### src/rtl/dcb_pkg.sv
package dcb_pkg;

    localparam int DCB_CHANNELS = 2;

    typedef enum logic {
        DCB_BYPASS = 1'b0,
        DCB_FILTER = 1'b1
    } dcb_mode_e;

endpackage

### src/rtl/dcb_sat.sv
module dcb_sat #(
    parameter int IN_W  = 27,
    parameter int OUT_W = 24
) (
    input  logic [IN_W-1:0]  v,
    output logic [OUT_W-1:0] o
);
    localparam int HEAD_W = IN_W - OUT_W + 1;

    logic [HEAD_W-1:0] head;
    logic              fits;

    always_comb begin
        head = v[IN_W-1:OUT_W-1];
        fits = (&head) | ~(|head);
        if (fits) begin
            o = v[OUT_W-1:0];
        end else begin
            o = {v[IN_W-1], {(OUT_W-1){~v[IN_W-1]}}};
        end
    end
endmodule

### src/rtl/dcb_chan.sv
module dcb_chan
    import dcb_pkg::*;
#(
    parameter int DATA_W  = 24,
    parameter int SHIFT_K = 13,
    parameter int FRAC_W  = 16
) (
    input  logic              clk,
    input  logic              rst_n,
    input  logic              stb,
    input  dcb_mode_e         mode,
    input  logic [DATA_W-1:0] x,
    output logic [DATA_W-1:0] y
);
    localparam int GUARD_W = 3;
    localparam int ACC_W   = DATA_W + GUARD_W + FRAC_W;
    localparam int INT_W   = ACC_W - FRAC_W;

    typedef struct packed {
        logic signed [ACC_W-1:0] acc;
        logic [DATA_W-1:0]       xprev;
        logic [DATA_W-1:0]       y;
    } chan_state_t;

    chan_state_t st_d, st_q;

    logic signed [ACC_W-1:0] acc_cur;
    logic signed [ACC_W-1:0] x_ext;
    logic signed [ACC_W-1:0] xp_ext;
    logic signed [ACC_W-1:0] step_v;
    logic signed [ACC_W-1:0] leak_v;
    logic signed [ACC_W-1:0] acc_next;
    logic [DATA_W-1:0]       sat_y;

    always_comb begin
        acc_cur  = st_q.acc;
        x_ext    = {{(ACC_W-DATA_W){x[DATA_W-1]}}, x};
        xp_ext   = {{(ACC_W-DATA_W){st_q.xprev[DATA_W-1]}}, st_q.xprev};
        step_v   = (x_ext - xp_ext) <<< FRAC_W;
        leak_v   = acc_cur >>> SHIFT_K;
        acc_next = acc_cur + step_v - leak_v;
    end

    dcb_sat #(
        .IN_W  (INT_W),
        .OUT_W (DATA_W)
    ) u_sat (
        .v (acc_next[ACC_W-1:FRAC_W]),
        .o (sat_y)
    );

    always_comb begin
        st_d = st_q;
        if (stb) begin
            st_d.xprev = x;
            if (mode == DCB_FILTER) begin
                st_d.acc = acc_next;
                st_d.y   = sat_y;
            end else begin
                st_d.acc = '0;
                st_d.y   = x;
            end
        end
    end

    always_ff @(posedge clk or negedge rst_n) begin
        if (!rst_n) begin
            st_q <= '0;
        end else begin
            st_q <= st_d;
        end
    end

    assign y = st_q.y;

    // no strobe, no change
    a_r8_hold_when_idle: assert property (@(posedge clk) disable iff (!rst_n)
        !stb |=> ($stable(y) && $stable(st_q.acc) && $stable(st_q.xprev)));

    // bypass passes the sample and clears the accumulator
    a_r4_bypass_passes_input: assert property (@(posedge clk) disable iff (!rst_n)
        (stb && mode == DCB_BYPASS) |=> ((y == $past(x)) && (st_q.acc == '0)));

    // constant non-negative state under constant input never grows
    a_r9_dc_decays: assert property (@(posedge clk) disable iff (!rst_n)
        (stb && mode == DCB_FILTER && x == st_q.xprev && st_q.acc >= 0)
        |=> (st_q.acc <= $past(st_q.acc) && st_q.acc >= 0));
endmodule

### src/rtl/dcb_stereo.sv
module dcb_stereo
    import dcb_pkg::*;
#(
    parameter int DATA_W  = 24,
    parameter int SHIFT_K = 13,
    parameter int FRAC_W  = 16
) (
    input  logic              clk,
    input  logic              rst_n,
    input  logic              smp_stb,
    input  logic              hpf_on,
    input  logic [DATA_W-1:0] in_l,
    input  logic [DATA_W-1:0] in_r,
    output logic              out_stb,
    output logic [DATA_W-1:0] out_l,
    output logic [DATA_W-1:0] out_r
);
    logic [DATA_W-1:0] ch_in  [DCB_CHANNELS];
    logic [DATA_W-1:0] ch_out [DCB_CHANNELS];
    dcb_mode_e         mode;
    logic              vld_d, vld_q;

    assign ch_in[0] = in_l;
    assign ch_in[1] = in_r;
    assign mode     = hpf_on ? DCB_FILTER : DCB_BYPASS;

    for (genvar ch = 0; ch < DCB_CHANNELS; ch++) begin : g_ch
        dcb_chan #(
            .DATA_W  (DATA_W),
            .SHIFT_K (SHIFT_K),
            .FRAC_W  (FRAC_W)
        ) u_chan (
            .clk   (clk),
            .rst_n (rst_n),
            .stb   (smp_stb),
            .mode  (mode),
            .x     (ch_in[ch]),
            .y     (ch_out[ch])
        );
    end

    always_comb begin
        vld_d = smp_stb;
    end

    always_ff @(posedge clk or negedge rst_n) begin
        if (!rst_n) begin
            vld_q <= 1'b0;
        end else begin
            vld_q <= vld_d;
        end
    end

    assign out_stb = vld_q;
    assign out_l   = ch_out[0];
    assign out_r   = ch_out[1];

    // each strobe yields one valid pulse a cycle later
    a_r2_strobe_to_valid: assert property (@(posedge clk) disable iff (!rst_n)
        smp_stb |=> out_stb);

    // no valid pulse without a strobe
    a_r2_no_spurious_valid: assert property (@(posedge clk) disable iff (!rst_n)
        !smp_stb |=> !out_stb);
endmodule

### config.mk
export PLATFORM = sky130hd
export DESIGN_NAME = dcb_stereo
export DESIGN_NICKNAME = d
export VERILOG_FILES = /design/src/rtl/dcb_pkg.sv /design/src/rtl/dcb_sat.sv /design/src/rtl/dcb_chan.sv /design/src/rtl/dcb_stereo.sv
export SDC_FILE = /design/constraint.sdc
export NUM_CORES = 1
export LEC_CHECK = 0
export BUFFER_PORTS_ARGS = -buffer_cell sky130_fd_sc_hd__buf_4
export CORE_MARGIN = 1
export CORE_UTILIZATION = 50
export DETAILED_ROUTE_END_ITERATION = 10
export PLACE_DENSITY = 0.68
export REMOVE_ABC_BUFFERS = 1
export SYNTH_ARGS = -nofsm -noshare
export SYNTH_HDL_FRONTEND = slang
export SYNTH_SLANG_ARGS = --single-unit
### constraint.sdc
create_clock -name clk -period 9.8 [get_ports clk]
set_input_delay 0.49 -clock clk [delete_from_list [all_inputs] [get_ports clk]]
set_output_delay 0.49 -clock clk [all_outputs]
set_load 0.01 [all_outputs]
== Word level (Yosys, flattened, before mapping) ==
Index checks and enable logic that the tools add are counted.
Widths: inputs -> output; s select.

* Add/sub/neg operators: 6
* Mux-type cells: 7
* Bitwise operators: 6
* Reductions and logical operators: 4

{| class="wikitable"
|+ Operators with widths
! operator !! count
|-
| $mux 24 || 4
|-
| $add 43x41->43 || 2
|-
| $mux 43 || 2
|-
| $sub 43x30->43 || 2
|-
| $sub 24x24->25 || 2
|-
| $reduce_and 4->1 || 2
|-
| $reduce_or 4->1 || 2
|-
| $not 1->1 || 4
|-
| $or 1x1->1 || 2
|-
| $mux 1 || 1
|}

* Register bits: 183
* Input port bits: 52
* Output and inout bits: 49

== Logic depth before layout (Yosys ltp) ==
* Depth in word-level cells: 8
* Depth in mapped cells: 29
* Mapped depth without buffers: 27

== Modules after synthesis ==
Synthesis repeated with hierarchy kept, for this count alone.

* Cells, all modules: 2,068
* Area total of the unflattened synthesis: 17,705.7 um2

{| class="wikitable"
|+ By module, submodules not included
! module !! times used !! cells an instance !! area each (um2)
|-
| dcb_chan at g_ch[0].u_chan || 1 || 963 || 8,271.7
|-
| dcb_chan at g_ch[1].u_chan || 1 || 936 || 8,230.4
|-
| dcb_sat || 2 || 84 || 589.3
|-
| dcb_stereo || 1 || 1 || 25.0
|}

== Worst setup path after synthesis ==
OpenSTA, ideal clock, no wires.

* Path kind: in2reg
* Start: input port in_l[0]
* End: register g_ch[0].u_chan.st_q (netlist bit g_ch[0].u_chan.y[10])
* Setup time: 0.080 ns
* Data arrival time: 5.615 ns
* Slack: 4.105 ns
* Stages: 28
* Path buffers: 2
* Cells stage by stage: inv_1 -> ha_1 -> fa_1 -> nor2b_1 -> o21ai_0 -> a21boi_0 -> o21ai_0 -> a21boi_0 -> o21ai_0 -> a31oi_1 -> o21ai_0 -> o21bai_1 -> a211oi_1 -> nor2_1 -> fa_1 -> ha_1 -> clkbuf_1 -> nand4_1 -> or2_1 -> a21oi_1 -> nor2_1 -> o21ai_0 -> a31oi_1 -> xor2_1 -> or4_1 -> mux2_4 -> buf_6 -> o22ai_2

* Word-level cells in the longest chain between the ends: 8

{| class="wikitable"
|+ Ends and longest elaborated chain
! item !! line !! source
|-
| start, declared || dcb_stereo.sv:12 || <nowiki>input logic [DATA_W-1:0] in_l,</nowiki>
|-
| $sub 24x24->25 * || dcb_chan.sv:39 || <nowiki>step_v = (x_ext - xp_ext) <<< FRAC_W;</nowiki>
|-
| $add 43x41->43 * || dcb_chan.sv:41 || <nowiki>acc_next = acc_cur + step_v - leak_v;</nowiki>
|-
| $sub 43x30->43 * || dcb_chan.sv:41 ||
|-
| $reduce_or 4->1 || dcb_sat.sv:15 || <nowiki>fits = (&head) | ~(|head);</nowiki>
|-
| $not 1->1 || dcb_sat.sv:15 ||
|-
| $or 1x1->1 || dcb_sat.sv:15 ||
|-
| $mux 24 * || dcb_sat.sv:16 || <nowiki>if (fits) begin</nowiki>
|-
| $mux 24 * || dcb_chan.sv:56 || <nowiki>if (mode == DCB_FILTER) begin</nowiki>
|-
| end signal, assigned || dcb_chan.sv:70 || <nowiki>st_q <= st_d;</nowiki>
|-
| end, declared || dcb_chan.sv:25 || <nowiki>chan_state_t st_d, st_q;</nowiki>
|}

Mark *: on every way between the ends. The rest lies on a longest branch, timed or not.
A chain may end at the register's enable or synchronous reset.

== Worst setup path in the final report ==
* Start: register g_ch[0].u_chan.st_q[24] (netlist name)
* End: register g_ch[0].u_chan.st_q (netlist bit g_ch[0].u_chan.y[22])

* Word-level cells in the longest chain between the ends: 8

{| class="wikitable"
|+ Ends and longest elaborated chain
! item !! line
|-
| $sub 24x24->25 * || dcb_chan.sv:39
|-
| $add 43x41->43 * || dcb_chan.sv:41
|-
| $sub 43x30->43 * || dcb_chan.sv:41
|-
| $reduce_or 4->1 || dcb_sat.sv:15
|-
| $not 1->1 || dcb_sat.sv:15
|-
| $or 1x1->1 || dcb_sat.sv:15
|-
| $mux 24 * || dcb_sat.sv:16
|-
| $mux 24 * || dcb_chan.sv:56
|}

Marked as above.

==> qor.txt <==
first-pass GRT wire length = 72400 um
# rows = 65
dpl hpwl = 34100 um
Clk pin slew, worst setup/hold paths = 80 ps
worst setup margin = 3200 ps
count of cell types in the netlist = 79
CP startpoint kind = register
initial drt markers = 791
Hold Violations, Final = 0
MaxCap Viol Count = 0
Starting Density = 0.513
WP data required = 10170 ps
CTS tree = built
Die X = 183 um
CP Capture Type = register
Worst Hold Class = in2reg
YS warnings = 0
total track usage = 0.277
RSZ-0062 raised after global routing = false
Main synth FF type = dfrtp_1
die area = 33300 um2
synth-to-layout area growth = 8.30%
DR WL/cell = 19.1 um
number of antenna violations at the first check in global routing = 0
GP Congestion = 0.941
Final Skew = 12.6 ps
vias in the first global route = 13.3k
drt total wl = 44600 um
DRC viols = 0
Max Freq = 152 MHz
Post-Syn Area = 16300 um2
Place WS = 3030 ps
Bufs on Longest Clock Path = 2
Root Driver = clkbuf_16
CP Class = reg2reg
slowest cell delay on critical path = 530 ps
setup tns final = 0 ps
synthesized flop and latch total = 183
postcts setup bufs = 0
sequential share of the synthesized area = 0.281
share of cells above drive strength 1 = 0.113
asr flop ratio synth = 1.00
CP Max Fanout = 22
gr ovfl total = 0
largest net degree at the start of global routing = 98
H-tree Lvls = 4
post-layout minimum cycle time = 6600 ps
Core ar. = 31800 um2
DRT Pass-1 Iters = 5
Final Cycle Share = 0.673
Syn Area/Cell = 8.64 um2
final count of negative-setup-slack endpoints = 0
Mapped Cells = 1887
I/O Pins = 101
Final Max Tran Viols = 0
Port Buf Inserts = 100
TritonCTS Buffers = 17
Post-synth EDFFs = 0
Clock Sinks = 183
nets = 2164
Antenna Nets Post-Route = 0
Top delay family on crit path = compound AO/OA/AOI/OAI gates
cell mode on critical path = o21ai_0
Worst Tran Pin Value = 1040 ps
Buf/Inv on CP = 0
worst-skew pair later-pin latency = 460 ps
status = finished clean
antenna cells = 0
Die H = 183 um
routed vias = 13.5k
arrival time worst endpoint = 6970 ps
CP max stage cell = or4_1
Slew HR = 0.303
Via-to-Cell Ratio = 5.79
==> registers in the layout (all words and copies together), names as in the netlist <==
name / cells
g_ch.u_chan.acc_cur: 86
g_ch.u_chan.st_q: 48
g_ch.u_chan.y: 48
out_stb: 1
==> layout make-up <==
cell class,instances,area (um2)
Fill cell,2938,14100
Multi-Input combinational cell,1414,10400
Sequential cell,183,4580
Timing Repair Buffer,114,868
Inverter,162,608
Tap cell,435,544
Clock buffer,18,439
Clock inverter,14,174
==> cells in the final DEF (no fill, tap or decap), types with 5 or more instances in the layout <==
cell,n
a22o_1,13
o31ai_1,11
xnor2_1,66
a21boi_0,6
a211o_1,6
nand3_1,34
buf_4,111
ha_1,164
nand4_1,16
a21o_1,72
o22ai_1,32
or3_1,30
or2_2,22
inv_1,162
a31oi_1,18
nor2_1,115
clkbuf_16,17
fa_1,56
nor3_1,17
dfrtp_1,183
nand2b_1,8
xor2_1,41
clkinv_4,5
o22ai_2,20
o32ai_1,6
o21ai_1,34
o31a_1,6
o211ai_1,29
a211oi_1,11
nor2b_1,15
o21ai_0,155
o21a_1,16
a21oi_1,122
and3_1,15
and2_1,6
o21bai_1,14
nand2_1,166
==> per-layer routing <==
layer	up-vias	track usage	wire length [um]
met5	-	0	0
met4	0	0.0824	949
met3	52	0.0285	1370
met2	291	0.475	21900
met1	6577	0.367	20400
li1	6620	-	-
==> kinds of logic (layout without fill, tap and decap cells) <==
| kind of cell | count (synthesis) | in the layout | synth area share |
|---|---|---|---|
| buffers and inverters | 290 | 308 | 0.0791 |
| muxes | 6 | 6 | 0.00430 |
| DFF | 183 | 183 | 0.281 |
| adders and majority gates | 220 | 220 | 0.195 |
| AOI/OAI and AO/OA | 616 | 616 | 0.250 |
| xor gates and xnor gates | 108 | 108 | 0.0585 |
| and+or+nand+nor | 464 | 464 | 0.132 |
==> worst register-to-register path, stage by stage, from the launching register on <==
cell and delay, ps:
dfrtp_1 390, ha_1 210, fa_1 410, nor2b_1 130, o21ai_0 120, a21boi_0 370, o21ai_0 160, a21boi_0 380
o21ai_0 210, a31oi_1 310, o21ai_0 250, o21bai_1 210, a211oi_1 100, nor2_1 120, fa_1 430, ha_1 430
nand4_1 240, or2_1 300, a21oi_1 120, nor2_1 60, o21ai_0 140, a31oi_1 70, xor2_1 180, or4_1 530
mux2_4 460, o22ai_1 190
==> cell usage after synthesis (13+ instances only) <==
cell      instances  area [um2]
dfrtp_1         183        4580
nand2_1         166         623
ha_1            164        2050
inv_1           162         608
o21ai_0         155         776
a21oi_1         122         611
nor2_1          116         435
a21o_1           72         541
clkbuf_1         66         248
xnor2_1          66         578
fa_1             56        1120
buf_4            48         360
xor2_1           41         359
nand3_1          34         170
o21ai_1          34         170
o22ai_1          32         200
or3_1            30         188
o211ai_1         29         218
or2_2            22         138
o22ai_2          20         250
a31oi_1          18         113
nor3_1           17        85.1
nand4_1          16         100
o21a_1           16         120
and3_1           15        93.8
nor2b_1          15        93.8
o21bai_1         14         105
a22o_1           13         114
==> what timing repair did <==
action / CTS / global route
hold buffers: 1 / 0
gates resized for setup: 0 / 0
endpoints found under the hold margin: 4 / 0
==> metrics by stage <==
step / cell area, um2 / util / std cells / hold slack [ps]
after floorplan: 15600 / - / 1759 / 194
after global placement: 17000 / 0.536 / 2307 / 465
after detailed placement: 17000 / 0.536 / 2307 / 476
after CTS: 17700 / 0.555 / 2340 / 230
after global routing: 17700 / 0.555 / 2340 / 244
final: 17700 / 0.555 / 2340 / 253
==> path summary, 6_finish.rpt <==
check / startpoint / to / slack, ps / depth (start not counted)
worst max-delay path: g_ch[0].u_chan.st_q[24] / g_ch[0].u_chan.y[22] / 3200 / 25
worst min-delay path: in_l[1] / g_ch[0].u_chan.st_q[25] / 250 / 3
worst max register to register: g_ch[0].u_chan.st_q[24] / g_ch[0].u_chan.y[22] / 3200 / 25
worst min register to register: g_ch[0].u_chan.y[23] / g_ch[0].u_chan.y[23] / 490 / 1
max in group asynchronous: rst_n / g_ch[1].u_chan.y[21] / 7220 / 4
min in group asynchronous: rst_n / g_ch[0].u_chan.acc_cur[16] / 560 / 2
Power is left out: the tool's default activity adds up to more than one toggle a clock period on the data nets, which glitch-free logic cannot reach.
